<file path="src/rtl/dock_flag_pkg.sv">
// Shared constants and types for the dock predicate and flag unit.
// Assumes a fixed six-literal encoding for both predicates and selectors.
package dock_flag_pkg;
    localparam int LIT_W  = 6;
    localparam int PRED_W = 6;

    // Selector literal positions
    localparam int L_A  = 0;
    localparam int L_NA = 1;
    localparam int L_B  = 2;
    localparam int L_NB = 3;
    localparam int L_C  = 4;
    localparam int L_NC = 5;

    // Predicate condition positions
    localparam int P_A  = 0;
    localparam int P_NA = 1;
    localparam int P_B  = 2;
    localparam int P_NB = 3;
    localparam int P_D  = 4;
    localparam int P_ND = 5;

    typedef logic [LIT_W-1:0]  lit_sel_t;
    typedef logic [PRED_W-1:0] pred_mask_t;

    // Selectors that copy a flag onto itself (abort encoding)
    localparam lit_sel_t KEEP_A = lit_sel_t'(1) << L_A;
    localparam lit_sel_t KEEP_B = lit_sel_t'(1) << L_B;

    typedef enum logic [1:0] {
        CSRC_SHIP = 2'd0,
        CSRC_PKT  = 2'd1,
        CSRC_NONE = 2'd2
    } c_src_e;
endpackage

</file>
<file path="src/rtl/dfu_pred_eval.sv">
// Predicate evaluator: builds the six conditions from A, B and D, masks them
// with the one-hot skip mask and registers the skip decision.
// Assumes the flags given are the values held before any same-cycle update.
module dfu_pred_eval
    import dock_flag_pkg::*;
(
    input  logic       clk,
    input  logic       rst_n,
    input  logic       valid_i,
    input  pred_mask_t mask_i,
    input  logic       a_i,
    input  logic       b_i,
    input  logic       d_i,
    output logic       dec_valid_o,
    output logic       dec_skip_o
);
    pred_mask_t cond;
    logic       skip_now;

    // Condition vector in mask bit order
    always_comb begin
        cond       = '0;
        cond[P_A]  = a_i;
        cond[P_NA] = ~a_i;
        cond[P_B]  = b_i;
        cond[P_NB] = ~b_i;
        cond[P_D]  = d_i;
        cond[P_ND] = ~d_i;
    end

    // Skip when any selected condition holds
    assign skip_now = |(cond & mask_i);

    // Register the decision one cycle after the request
    always_ff @(posedge clk) begin
        if (!rst_n) begin
            dec_valid_o <= 1'b0;
            dec_skip_o  <= 1'b0;
        end else begin
            dec_valid_o <= valid_i;
            dec_skip_o  <= valid_i & skip_now;
        end
    end
endmodule

</file>
<file path="src/rtl/dfu_literal_or.sv">
// Truth-table flag function: OR of the literals picked by a selector.
// Purely combinational; an empty selector yields 0.
module dfu_literal_or
    import dock_flag_pkg::*;
#(
    parameter int N = LIT_W
) (
    input  logic [N-1:0] sel_i,
    input  logic [N-1:0] lit_i,
    output logic         val_o
);
    logic [N-1:0] term;

    // One AND gate per literal
    for (genvar i = 0; i < N; i++) begin : g_term
        assign term[i] = sel_i[i] & lit_i[i];
    end

    // Reduce the selected literals
    assign val_o = |term;
endmodule

</file>
<file path="src/rtl/dfu_c_select.sv">
// Chooses where a completed move takes its C value from.
// Ship source wins at an output dock with Dc; then packet signal; else none.
module dfu_c_select
    import dock_flag_pkg::*;
(
    input  logic   is_output_i,
    input  logic   dc_i,
    input  logic   ti_i,
    input  logic   di_i,
    output c_src_e src_o
);
    // Priority selection of the C source
    always_comb begin
        if (is_output_i && dc_i) begin
            src_o = CSRC_SHIP;
        end else if (ti_i || (di_i && !is_output_i)) begin
            src_o = CSRC_PKT;
        end else begin
            src_o = CSRC_NONE;
        end
    end
endmodule

</file>
<file path="src/rtl/dfu_hazard.sv">
// Detects illegal instruction sequences: a C-reading set-flags straight
// after a move, and a torpedoable move with neither input enabled.
// Assumes at most one instruction-completion strobe pair per cycle.
module dfu_hazard
    import dock_flag_pkg::*;
(
    input  logic     clk,
    input  logic     rst_n,
    input  logic     setf_i,
    input  lit_sel_t sel_a_i,
    input  lit_sel_t sel_b_i,
    input  logic     mv_i,
    input  logic     immune_i,
    input  logic     ti_i,
    input  logic     di_i,
    input  logic     other_i,
    output logic     err_c_o,
    output logic     err_t_o
);
    logic after_move;
    logic reads_c;

    // Does either selector touch the C literals
    assign reads_c = sel_a_i[L_C] | sel_a_i[L_NC] | sel_b_i[L_C] | sel_b_i[L_NC];

    // Track whether the latest instruction event was a move
    always_ff @(posedge clk) begin
        if (!rst_n) begin
            after_move <= 1'b0;
        end else if (mv_i) begin
            after_move <= 1'b1;
        end else if (setf_i || other_i) begin
            after_move <= 1'b0;
        end
    end

    // Register one-cycle error pulses
    always_ff @(posedge clk) begin
        if (!rst_n) begin
            err_c_o <= 1'b0;
            err_t_o <= 1'b0;
        end else begin
            err_c_o <= setf_i & reads_c & after_move;
            err_t_o <= mv_i & ~immune_i & ~ti_i & ~di_i;
        end
    end
endmodule

</file>
<file path="src/rtl/dock_flag_unit.sv">
// Dock predicate and flag unit: holds A, B, C and C validity, evaluates the
// skip predicate and flags illegal sequences. Decoding lives outside.
// Assumes all strobes are synchronous to clk and single-cycle.
module dock_flag_unit
    import dock_flag_pkg::*;
(
    input  logic       clk,
    input  logic       rst_n,
    input  logic       pred_valid,
    input  logic [5:0] pred_mask,
    input  logic       d_flag,
    input  logic       setf_valid,
    input  logic [5:0] setf_sel_a,
    input  logic [5:0] setf_sel_b,
    input  logic       mv_done,
    input  logic       mv_is_output,
    input  logic       mv_dc,
    input  logic       mv_ti,
    input  logic       mv_di,
    input  logic       mv_immune,
    input  logic       pkt_signal,
    input  logic       ship_bit,
    input  logic       ins_done,
    output logic       dec_valid,
    output logic       dec_skip,
    output logic       flag_a,
    output logic       flag_b,
    output logic       flag_c,
    output logic       c_valid,
    output logic       err_c_race,
    output logic       err_torp
);
    logic     a_q, b_q, c_q, cv_q;
    lit_sel_t lits;
    logic     a_new, b_new;
    c_src_e   c_src;

    // Literal vector in selector bit order, from pre-update flags
    always_comb begin
        lits       = '0;
        lits[L_A]  = a_q;
        lits[L_NA] = ~a_q;
        lits[L_B]  = b_q;
        lits[L_NB] = ~b_q;
        lits[L_C]  = c_q;
        lits[L_NC] = ~c_q;
    end

    dfu_pred_eval u_pred (
        .clk        (clk),
        .rst_n      (rst_n),
        .valid_i    (pred_valid),
        .mask_i     (pred_mask),
        .a_i        (a_q),
        .b_i        (b_q),
        .d_i        (d_flag),
        .dec_valid_o(dec_valid),
        .dec_skip_o (dec_skip)
    );

    dfu_literal_or #(.N(LIT_W)) u_or_a (
        .sel_i(setf_sel_a),
        .lit_i(lits),
        .val_o(a_new)
    );

    dfu_literal_or #(.N(LIT_W)) u_or_b (
        .sel_i(setf_sel_b),
        .lit_i(lits),
        .val_o(b_new)
    );

    dfu_c_select u_csel (
        .is_output_i(mv_is_output),
        .dc_i       (mv_dc),
        .ti_i       (mv_ti),
        .di_i       (mv_di),
        .src_o      (c_src)
    );

    dfu_hazard u_haz (
        .clk     (clk),
        .rst_n   (rst_n),
        .setf_i  (setf_valid),
        .sel_a_i (setf_sel_a),
        .sel_b_i (setf_sel_b),
        .mv_i    (mv_done),
        .immune_i(mv_immune),
        .ti_i    (mv_ti),
        .di_i    (mv_di),
        .other_i (ins_done),
        .err_c_o (err_c_race),
        .err_t_o (err_torp)
    );

    // A and B update together on set-flags
    always_ff @(posedge clk) begin
        if (!rst_n) begin
            a_q <= 1'b0;
            b_q <= 1'b0;
        end else if (setf_valid) begin
            a_q <= a_new;
            b_q <= b_new;
        end
    end

    // C and its validity update on move completion
    always_ff @(posedge clk) begin
        if (!rst_n) begin
            c_q  <= 1'b0;
            cv_q <= 1'b0;
        end else if (mv_done) begin
            case (c_src)
                CSRC_SHIP: begin c_q <= ship_bit;   cv_q <= 1'b1; end
                CSRC_PKT:  begin c_q <= pkt_signal; cv_q <= 1'b1; end
                default:   begin c_q <= 1'b0;       cv_q <= 1'b0; end
            endcase
        end
    end

    assign flag_a  = a_q;
    assign flag_b  = b_q;
    assign flag_c  = c_q;
    assign c_valid = cv_q;
endmodule

</file>
<file path="config.mk">
export PLATFORM = sky130hd
export DESIGN_NAME = dock_flag_unit
export DESIGN_NICKNAME = d
export VERILOG_FILES = /design/src/rtl/dock_flag_pkg.sv /design/src/rtl/dfu_pred_eval.sv /design/src/rtl/dfu_literal_or.sv /design/src/rtl/dfu_c_select.sv /design/src/rtl/dfu_hazard.sv /design/src/rtl/dock_flag_unit.sv
export SDC_FILE = /design/constraint.sdc
export NUM_CORES = 1
export LEC_CHECK = 0
export BUFFER_PORTS_ARGS = -buffer_cell sky130_fd_sc_hd__buf_2
export CELL_PAD_IN_SITES_DETAIL_PLACEMENT = 2
export CELL_PAD_IN_SITES_GLOBAL_PLACEMENT = 2
export CORE_UTILIZATION = 17
export DETAILED_ROUTE_END_ITERATION = 10
export PLACE_DENSITY = 0.71
export SETUP_SLACK_MARGIN = 0.1
export SYNTH_ARGS = -nofsm -noshare
export SYNTH_HDL_FRONTEND = slang
export SYNTH_SLANG_ARGS = --single-unit
</file>
<file path="constraint.sdc">
create_clock -name clk -period 1.5 [get_ports clk]
set_clock_uncertainty 0.05 [all_clocks]
set_input_delay 0.3 -clock clk [delete_from_list [all_inputs] [get_ports clk]]
set_output_delay 0.3 -clock clk [all_outputs]
set_load 0.02 [all_outputs]
</file>
# [Word-level counts from Yosys, hierarchy flattened]
# Cells that the tools add are included.
[classes] bitwise=29 muxes=6 reduce_logical=11 n_eq_ne=1
[op_table] operator="1-bit AND" count=18
[op_table] operator="6-bit OR reduction" count=3
[op_table] operator="1-bit NOT" count=7
[op_table] operator="6-bit AND" count=1
[op_table] operator="2-bit two-way mux" count=2
[op_table] operator="1-bit two-way mux" count=3
[op_table] operator="1-bit bitwise OR" count=3
[op_table] operator="2-bit by 1-bit equality test with 1-bit output (second input constant)" count=1
[op_table] operator="1-bit logical AND" count=2
[op_table] operator="2-bit logical NOT" count=1
[op_table] operator="1-bit logical OR" count=2
[op_table] operator="1-bit case mux with 2 select lines" count=1
[op_table] operator="2-bit nonzero test" count=1
[op_table] operator="2-bit OR reduction" count=1
[op_table] operator="1-bit logical NOT" count=1
[totals] elab_cells=56 ff_bits=9 output_inout_bits=8 input_bits=32

# [Longest topological paths before layout]
# Gate-level depths: netlist (run 1).
[logic_depth] word_depth=8 mapped_depth=3

# [Modules after synthesis]
# Synthesis (run 1) repeated with hierarchy kept, for this count alone.
[unflattened] hier_cells=48 area_unflattened_um2=449.2
[modules_own_cells] mod="dock_flag_unit" area_each_um2=167.7 n_inst=1 seq_area_each_um2=80.1 cells_per_inst=17
[modules_own_cells] mod="dfu_hazard" area_each_um2=110.1 n_inst=1 seq_area_each_um2=60.1 cells_per_inst=10
[modules_own_cells] mod="dfu_pred_eval" area_each_um2=83.8 n_inst=1 seq_area_each_um2=40.0 cells_per_inst=8
[modules_own_cells] mod="dfu_literal_or" area_each_um2=27.5 n_inst=2 seq_area_each_um2=0.0 cells_per_inst=4
[modules_own_cells] mod="dfu_c_select" area_each_um2=32.5 n_inst=1 seq_area_each_um2=0.0 cells_per_inst=5

# [Worst setup path before layout (run 1)]
# OpenSTA, ideal clock, no wires.
[synth_timing] path_kind="reg-to-reg" startpoint="register a_q (netlist: flag_a)" endpoint="register b_q (netlist: flag_b)" setup_time_ns=0.124 required_ns=1.326 n_path_buf=0 synth_period_minus_slack_ns=1.324 arrival_ns=1.150 path_stages_with_launch=4 slack_ns=0.176 path_cell_list="dfxtp_1 > mux2_4 > nor4_2 > nor3_1"
[synth_between] elab_chain_cells=3
[synth_rtl] element="start, declared" line_no="dock_flag_unit.sv:33" text="logic a_q, b_q, c_q, cv_q;"
[synth_rtl] element="start signal, assigned" line_no="dock_flag_unit.sv:102" text="a_q <= a_new;"
[synth_rtl] element="1-bit NOT" line_no="dock_flag_unit.sv:42" text="lits[L_NA] = ~a_q;"
[synth_rtl] element="1-bit AND" line_no="dfu_literal_or.sv:16" text="assign term[i] = sel_i[i] & lit_i[i];"
[synth_rtl] element="6-bit OR reduction *" line_no="dfu_literal_or.sv:20" text="assign val_o = |term;"
[synth_rtl] element="end signal, assigned" line_no="dock_flag_unit.sv:103" text="b_q <= b_new;"
[synth_rtl] element="end, declared" line_no="dock_flag_unit.sv:33"
# Mark *: on every way between the ends. The rest lies on a longest branch, timed or not.
# A chain may end at the register's enable or synchronous reset.

# [Final worst setup path (run 1)]
[layout_timing] startpoint="register a_q (netlist: flag_a)" endpoint="output port flag_a"
[layout_rtl] element="end, declared" line_no="dock_flag_unit.sv:26" text="output logic flag_a,"
# No word-level cell between the ends.

==> impl_metrics.ini, run 1 <==
[floorplan]
io_pins = 40
die_y_um = 53.0
start_util_pct = 17.9
die_w_um = 53.0
core_sq_um = 2480
die_area_sq_um = 2810
rows = 18

[sta]
finalSetupViolations = 0
slew-limit-headroom_pct = 83.4
rsz0062_at_grt = no
hold_ws_ns = 0.153
fin_crit_sh_pct = 85.5
final_hold_viol_count = 0
min_period_ns = 1.28
timing.fmax_ghz = 0.780
final_max_slew_viol_count = 0
worst_pin_slew_ns = 0.247
fin_tns_setup_ns = 0

[place]
port-buffer-count = 39
dpl_cell_area_sq_um = 683
post-dp-hpwl_um = 1260
gp_congestion = 0.683
placed_cells = 117

[global_route]
grtUsageTotal_pct = 12.3
grt_pass1_wl_um = 2400
grt_pass1_vias = 549
grt_max_degree = 9
antenna_found_initial = 0
overflow = 0

[synth]
post_synth.cell_area_avg_sq_um = 9.42
synthCells = 47
yosysWarnings = 0
synth_area_sq_um = 443
yosys.cell_types.count = 18
synth.ff_latch_count = 9
synthesis.nets = 79
seq_area_frac_synth_pct = 40.7

[drt]
via_count = 535
ant_nets = 0
drc = 0
drt_first_pass_iters = 4
drtIter0Drc = 5
routed_wl_um = 1490
post_drt_wl_per_cell_um = 12.3
avgViaCountPerCell = 4.42

[cts]
tritoncts = built
root_buffer = clkbuf_4
h-tree-depth = 1
hold_buffers = 0
cts_sinks = 9
postCtsSetupRepairBufs = 0
clock_insertion_delay_worst_skew_ns = 0.26
cts-buffers-inserted = 3
clk_pin_slew_worst_paths_ns = 0.06
clock_path_buffers = 2
cts_resized = 0

[power_and_ir_drop]
finalPower_mw = 0.595
clkPwrFrac_pct = 31.5
power.share.sequential_pct = 44.5
p_comb_share_pct = 24.0
ir_worst_vdd_v = 0.000312
power.density_nw_per_um2 = 839
p_sw_mw = 0.167
p_leak_nw = 0.348
p_sw_share_pct = 28.1
internal_power_mw = 0.428

[worst_setup_path]
cp_top_family = flip-flops
cpPeakStageDelay_ns = 0.36
startpoint_type = flop
critPathKind = reg2out
crit_path_max_fanout = 5
worstPathArrival_ns = 0.93
crit_buf_inv = 2
cp-end-kind = primary output
cp_slowest_cell = dfxtp_1
crit_chain = buf_4 -> buf_2
worstPathRequired_ns = 1.15

[finish]
finalNetCount = 124
stdcell_area_sq_um = 709
diodes = 0
drive_above_1_share_pct = 54.9
fin_cells = 121
syn_to_final_growth_pct = 60.2

[min_path]
hold_class = in2reg

[flow_run]
drv_cap = 0

[run_status]
outcome = finished, final reports clean
path summary, 6_finish.rpt:
path | from | end | slack [ns] | cells after the start
setup reg to reg | flag_b$_SDFFE_PN0P_ | flag_a$_SDFFE_PN0P_ | 0.25 | 3
hold reg to reg | u_haz.after_move$_SDFFE_PN0P_ | u_haz.err_c_o$_SDFF_PN0_ | 0.42 | 2
hold / removal | mv_immune | u_haz.err_t_o$_SDFF_PN0_ | 0.15 | 2
setup / recovery | flag_a$_SDFFE_PN0P_ | flag_a | 0.22 | 2
power groups by stage:
stage | Clock, mW | Combinational (mW) | Sequential, mW
4_1_cts | 0.198 | 0.146 | 0.265
6_report | 0.187 | 0.143 | 0.265
3_3_place_gp | 0 | 0.140 | 0.269
3_5_place_dp | 0 | 0.145 | 0.270
5_1_grt | 0.212 | 0.158 | 0.267
2_1_floorplan | 0 | 0.0480 | 0.287
flip-flops by register name, summed over array words and instances, names as in the netlist:
signal	cells
u_pred.dec_valid_o	1
u_haz.err_t_o	1
flag_b	1
c_valid	1
flag_c	1
flag_a	1
u_pred.dec_skip_o	1
u_haz.err_c_o	1
u_haz.after_move	1
cell usage in the layout (no fill, tap or decap):
master,Yosys,final
nor3b_1,1,1
clkbuf_1,0,1
clkbuf_4,0,3
mux2i_1,3,3
mux2_2,2,2
o21ba_2,1,1
nor3_1,2,2
a21oi_1,1,1
mux2_4,2,2
inv_1,2,2
buf_4,0,1
nand3_1,2,2
nor4_2,2,2
o21a_1,1,1
buf_2,0,39
dfxtp_1,9,9
nor2_1,1,1
nor4_1,4,4
a31oi_1,3,3
o21ai_0,5,5
nand2_1,5,5
nor2b_1,1,1
worst reg2reg max path: stages (launching register included):
cell and delay, ns:
dfxtp_1 0.44, mux2_4 0.34, nor4_2 0.23, nor3_1 0.08
per-stage QoR:
step,utilization (%),setup WS [ns]
2_1_floorplan,-,0.176
3_3_place_gp,27.6,0.287
3_5_place_dp,27.6,0.248
4_1_cts,28.6,0.192
5_1_grt,28.6,0.153
6_report,28.6,0.218
kinds of logic after synthesis:
logic type      after synthesis  synth area share [%]
simple gates                 18                  24.0
compound gates               11                  15.0
flops                         9                  40.7
mux                           7                  18.6
buf+inv                       2                  1.70
metal layers:
layer,global-route usage [%],vias to the layer above,share of wire [%]
met5,0,-,0
met4,3.95,0,1.3
met3,4.31,2,6.3
met2,20.7,23,48
met1,14.3,243,44
li1,-,267,-
area by class of cell:
class	count	area, sq um
inverters	2	7.51
repair buffers	40	203
clock buffers	4	26.3
fillers	308	1770
well taps	30	37.5
flip-flops and latches	9	180
multi-input cells	36	255
synthesized netlist by cell type:
cell type / count / share of area (%)
a21oi_1: 1 / 1.1
a31oi_1: 3 / 4.2
dfxtp_1: 9 / 41
inv_1: 2 / 1.7
mux2_2: 2 / 5.1
mux2_4: 2 / 6.8
mux2i_1: 3 / 6.8
nand2_1: 5 / 4.2
nand3_1: 2 / 2.3
nor2_1: 1 / 0.85
nor2b_1: 1 / 1.4
nor3_1: 2 / 2.3
nor3b_1: 1 / 1.7
nor4_1: 4 / 5.6
nor4_2: 2 / 5.6
o21a_1: 1 / 1.7
o21ai_0: 5 / 5.6
o21ba_2: 1 / 2.3
Power figures use the tool's default switching activity.
==> run 2: changes to the inputs <==
--- a/config.mk
+++ b/config.mk
@@ -9,9 +9,11 @@
 export CELL_PAD_IN_SITES_DETAIL_PLACEMENT = 2
 export CELL_PAD_IN_SITES_GLOBAL_PLACEMENT = 2
+export CORE_ASPECT_RATIO = 1.75
 export CORE_UTILIZATION = 17
 export DETAILED_ROUTE_END_ITERATION = 10
-export PLACE_DENSITY = 0.71
+export PLACE_DENSITY = 0.7
 export SETUP_SLACK_MARGIN = 0.1
 export SYNTH_ARGS = -nofsm -noshare
 export SYNTH_HDL_FRONTEND = slang
+export SYNTH_HIERARCHICAL = 1
 export SYNTH_SLANG_ARGS = --single-unit
--- a/constraint.sdc
+++ b/constraint.sdc
@@ -3,3 +3,3 @@
 set_input_delay 0.3 -clock clk [delete_from_list [all_inputs] [get_ports clk]]
 set_output_delay 0.3 -clock clk [all_outputs]
-set_load 0.02 [all_outputs]
+set_load 0.005 [all_outputs]
==> run 2 against run 1 <==
First-iteration DRC count decreased by 20%. Area after synthesis increased by 1.4%. Flip-flop and latch count unchanged. Sequential share of layout area decreased by 0.44 points. Synthesized cell count increased by 2.1%. Clock power increased by 51%. Cell count decreased by 3.3%. Setup slack improved by 0.12 ns. Utilization increased by 0.33 points. Critical endpoint is now flag_a$_SDFFE_PN0P_. Largest cell class unchanged.
==> impl_metrics.ini, run 2 <==
[power_and_ir_drop]
p_leak_nw = 0.382
ir_worst_vdd_v = 0.000375
power.density_nw_per_um2 = 936
finalPower_mw = 0.676

[finish]
seq_area_sq_um = 180
drive_above_1_share_pct = 48.4
finalNetCount = 124
final_common_cell = buf_2
fill_cells = 301
stdcell_area_sq_um = 722
syn_to_final_growth_pct = 60.7
final_cell_mix = buf_2, dfxtp_1, mux2i_1, a22oi_1, inv_1
diodes = 0
multi_input_area_sq_um = 250

[sta]
slew-limit-headroom_pct = 86.9
fin_crit_sh_pct = 77.6
rsz0062_at_grt = no
timing.fmax_ghz = 0.859
fin_tns_setup_ns = 0
final_hold_viol_count = 0
min_period_ns = 1.16
finalSetupViolations = 0
worst_pin_slew_ns = 0.190
hold_ws_ns = 0.227
final_max_slew_viol_count = 0

[cts]
clock_insertion_delay_worst_skew_ns = 0.23
postCtsSetupRepairBufs = 0
cts-buffers-inserted = 3
hold_buffers = 0
clock_path_buffers = 2
cts_sinks = 9
root_buffer = clkbuf_8
tritoncts = built
clk_pin_slew_worst_paths_ns = 0.04
h-tree-depth = 1
cts_resized = 0

[global_route]
grt_pass1_wl_um = 2550
grt_pass1_vias = 632
grt_max_degree = 10
antenna_found_initial = 0
overflow = 0
grtUsageTotal_pct = 13.3

[floorplan]
rows = 24
start_util_pct = 18.0
die_area_sq_um = 2860
die_y_um = 70
core_sq_um = 2490
io_pins = 40
die_w_um = 40.9

[worst_setup_path]
crit_buf_inv = 1
critPathKind = reg2reg
cpPeakStageDelay_ns = 0.42
worstPathRequired_ns = 1.57
cp-end-kind = flop
worstPathArrival_ns = 1.24
startpoint_type = flop
crit_chain = inv_1 -> a22oi_1 -> nand3_1 -> mux2i_1 -> nor2b_1
cp_slowest_cell = dfxtp_1
crit_path_max_fanout = 6
cp_top_family = flip-flops

[place]
gp_congestion = 0.598
dpl_cell_area_sq_um = 677
post-dp-hpwl_um = 1320
port-buffer-count = 39

[synth]
synthCells = 48
synthTopCellsByArea = dfxtp_1, mux2i_1, a22oi_1
synth_area_sq_um = 449
synth_common_cells = dfxtp_1, a22oi_1, mux2i_1, inv_1
synth_edf_count = 0
post_synth.cell_area_avg_sq_um = 9.36
synth.most_common_cell = dfxtp_1
synth.ff_latch_count = 9
yosysTopAreaCell = dfxtp_1
async_flop_share_pct = 0
seq_area_frac_synth_pct = 40.1
yosys.area.top_type_share_pct = 40.1
yosys.cell_types.count = 18
yosysWarnings = 6
synthesis.nets = 80
ys.flop_type = dfxtp_1

[drt]
ant_nets = 0
drc = 0
drtIter0Drc = 4
routed_wl_um = 1620
drt_first_pass_iters = 2
post_drt_wl_per_cell_um = 13.9
via_count = 539
avgViaCountPerCell = 4.61

[run_status]
outcome = finished, final reports clean

[min_path]
hold_class = in2reg

[flow_run]
drv_cap = 0
[run 2: tightest hold or removal path, cell delays in order]
cell and delay [ns]:
buf_2 0.08, nand2_1 0.05, inv_1 0.05
[run 2: final cells by class]
class / instances / share of cell area [%]
Timing Repair Buffer: 39 / 27.0
Clock buffer: 4 / 6.24
Tap cell: 26 / 4.51
Sequential cell: 9 / 25.0
Inverter: 5 / 2.60
Multi-Input combinational cell: 34 / 34.7
[run 2: kinds of logic after synthesis]
kind of cell           Yosys count  synth area share (%)
buffers and inverters            5                  4.18
AOI/OAI and AO/OA               12                  20.6
muxes                            6                  13.4
and+or+nand+nor                 16                  21.7
DFF                              9                  40.1
[run 2: path summary, 6_finish.rpt]
check / from / end / slack [ns] / depth (start not counted)
worst max-delay path: flag_b$_SDFFE_PN0P_ / flag_a$_SDFFE_PN0P_ / 0.34 / 5
worst min-delay path: pred_valid / u_pred/dec_valid_o$_SDFF_PN0_ / 0.23 / 3
worst max register to register: flag_b$_SDFFE_PN0P_ / flag_a$_SDFFE_PN0P_ / 0.34 / 5
worst min register to register: u_haz/after_move$_SDFFE_PN0P_ / u_haz/err_c_o$_SDFF_PN0_ / 0.39 / 2
[run 2: per-stage QoR]
step / setup slack (ns) / util [%] / instances
6_report: 0.336 / 29.0 / 117
5_1_grt: 0.250 / 29.0 / 117
4_1_cts: 0.307 / 29.0 / 117
3_5_place_dp: 0.305 / 27.2 / 113
3_3_place_gp: 0.382 / 27.2 / 113
2_1_floorplan: 0.477 / - / 48
[run 2: layer usage]
| metal | track usage, % | wire, um | part of all wire, % |
|---|---|---|---|
| met4 | 8.89 | 52 | 3.2 |
| met3 | 2.54 | 101 | 6.2 |
| met5 | 0 | 0 | 0 |
| met1 | 11.8 | 552 | 34 |
| met2 | 23.6 | 913 | 56 |
[run 2: where the power goes]
| group | switching [mW] | internal [mW] |
|---|---|---|
| registers | 0.0132 | 0.255 |
| logic | 0.0562 | 0.0694 |
| clock network | 0.0965 | 0.185 |
| total | 0.166 | 0.510 |
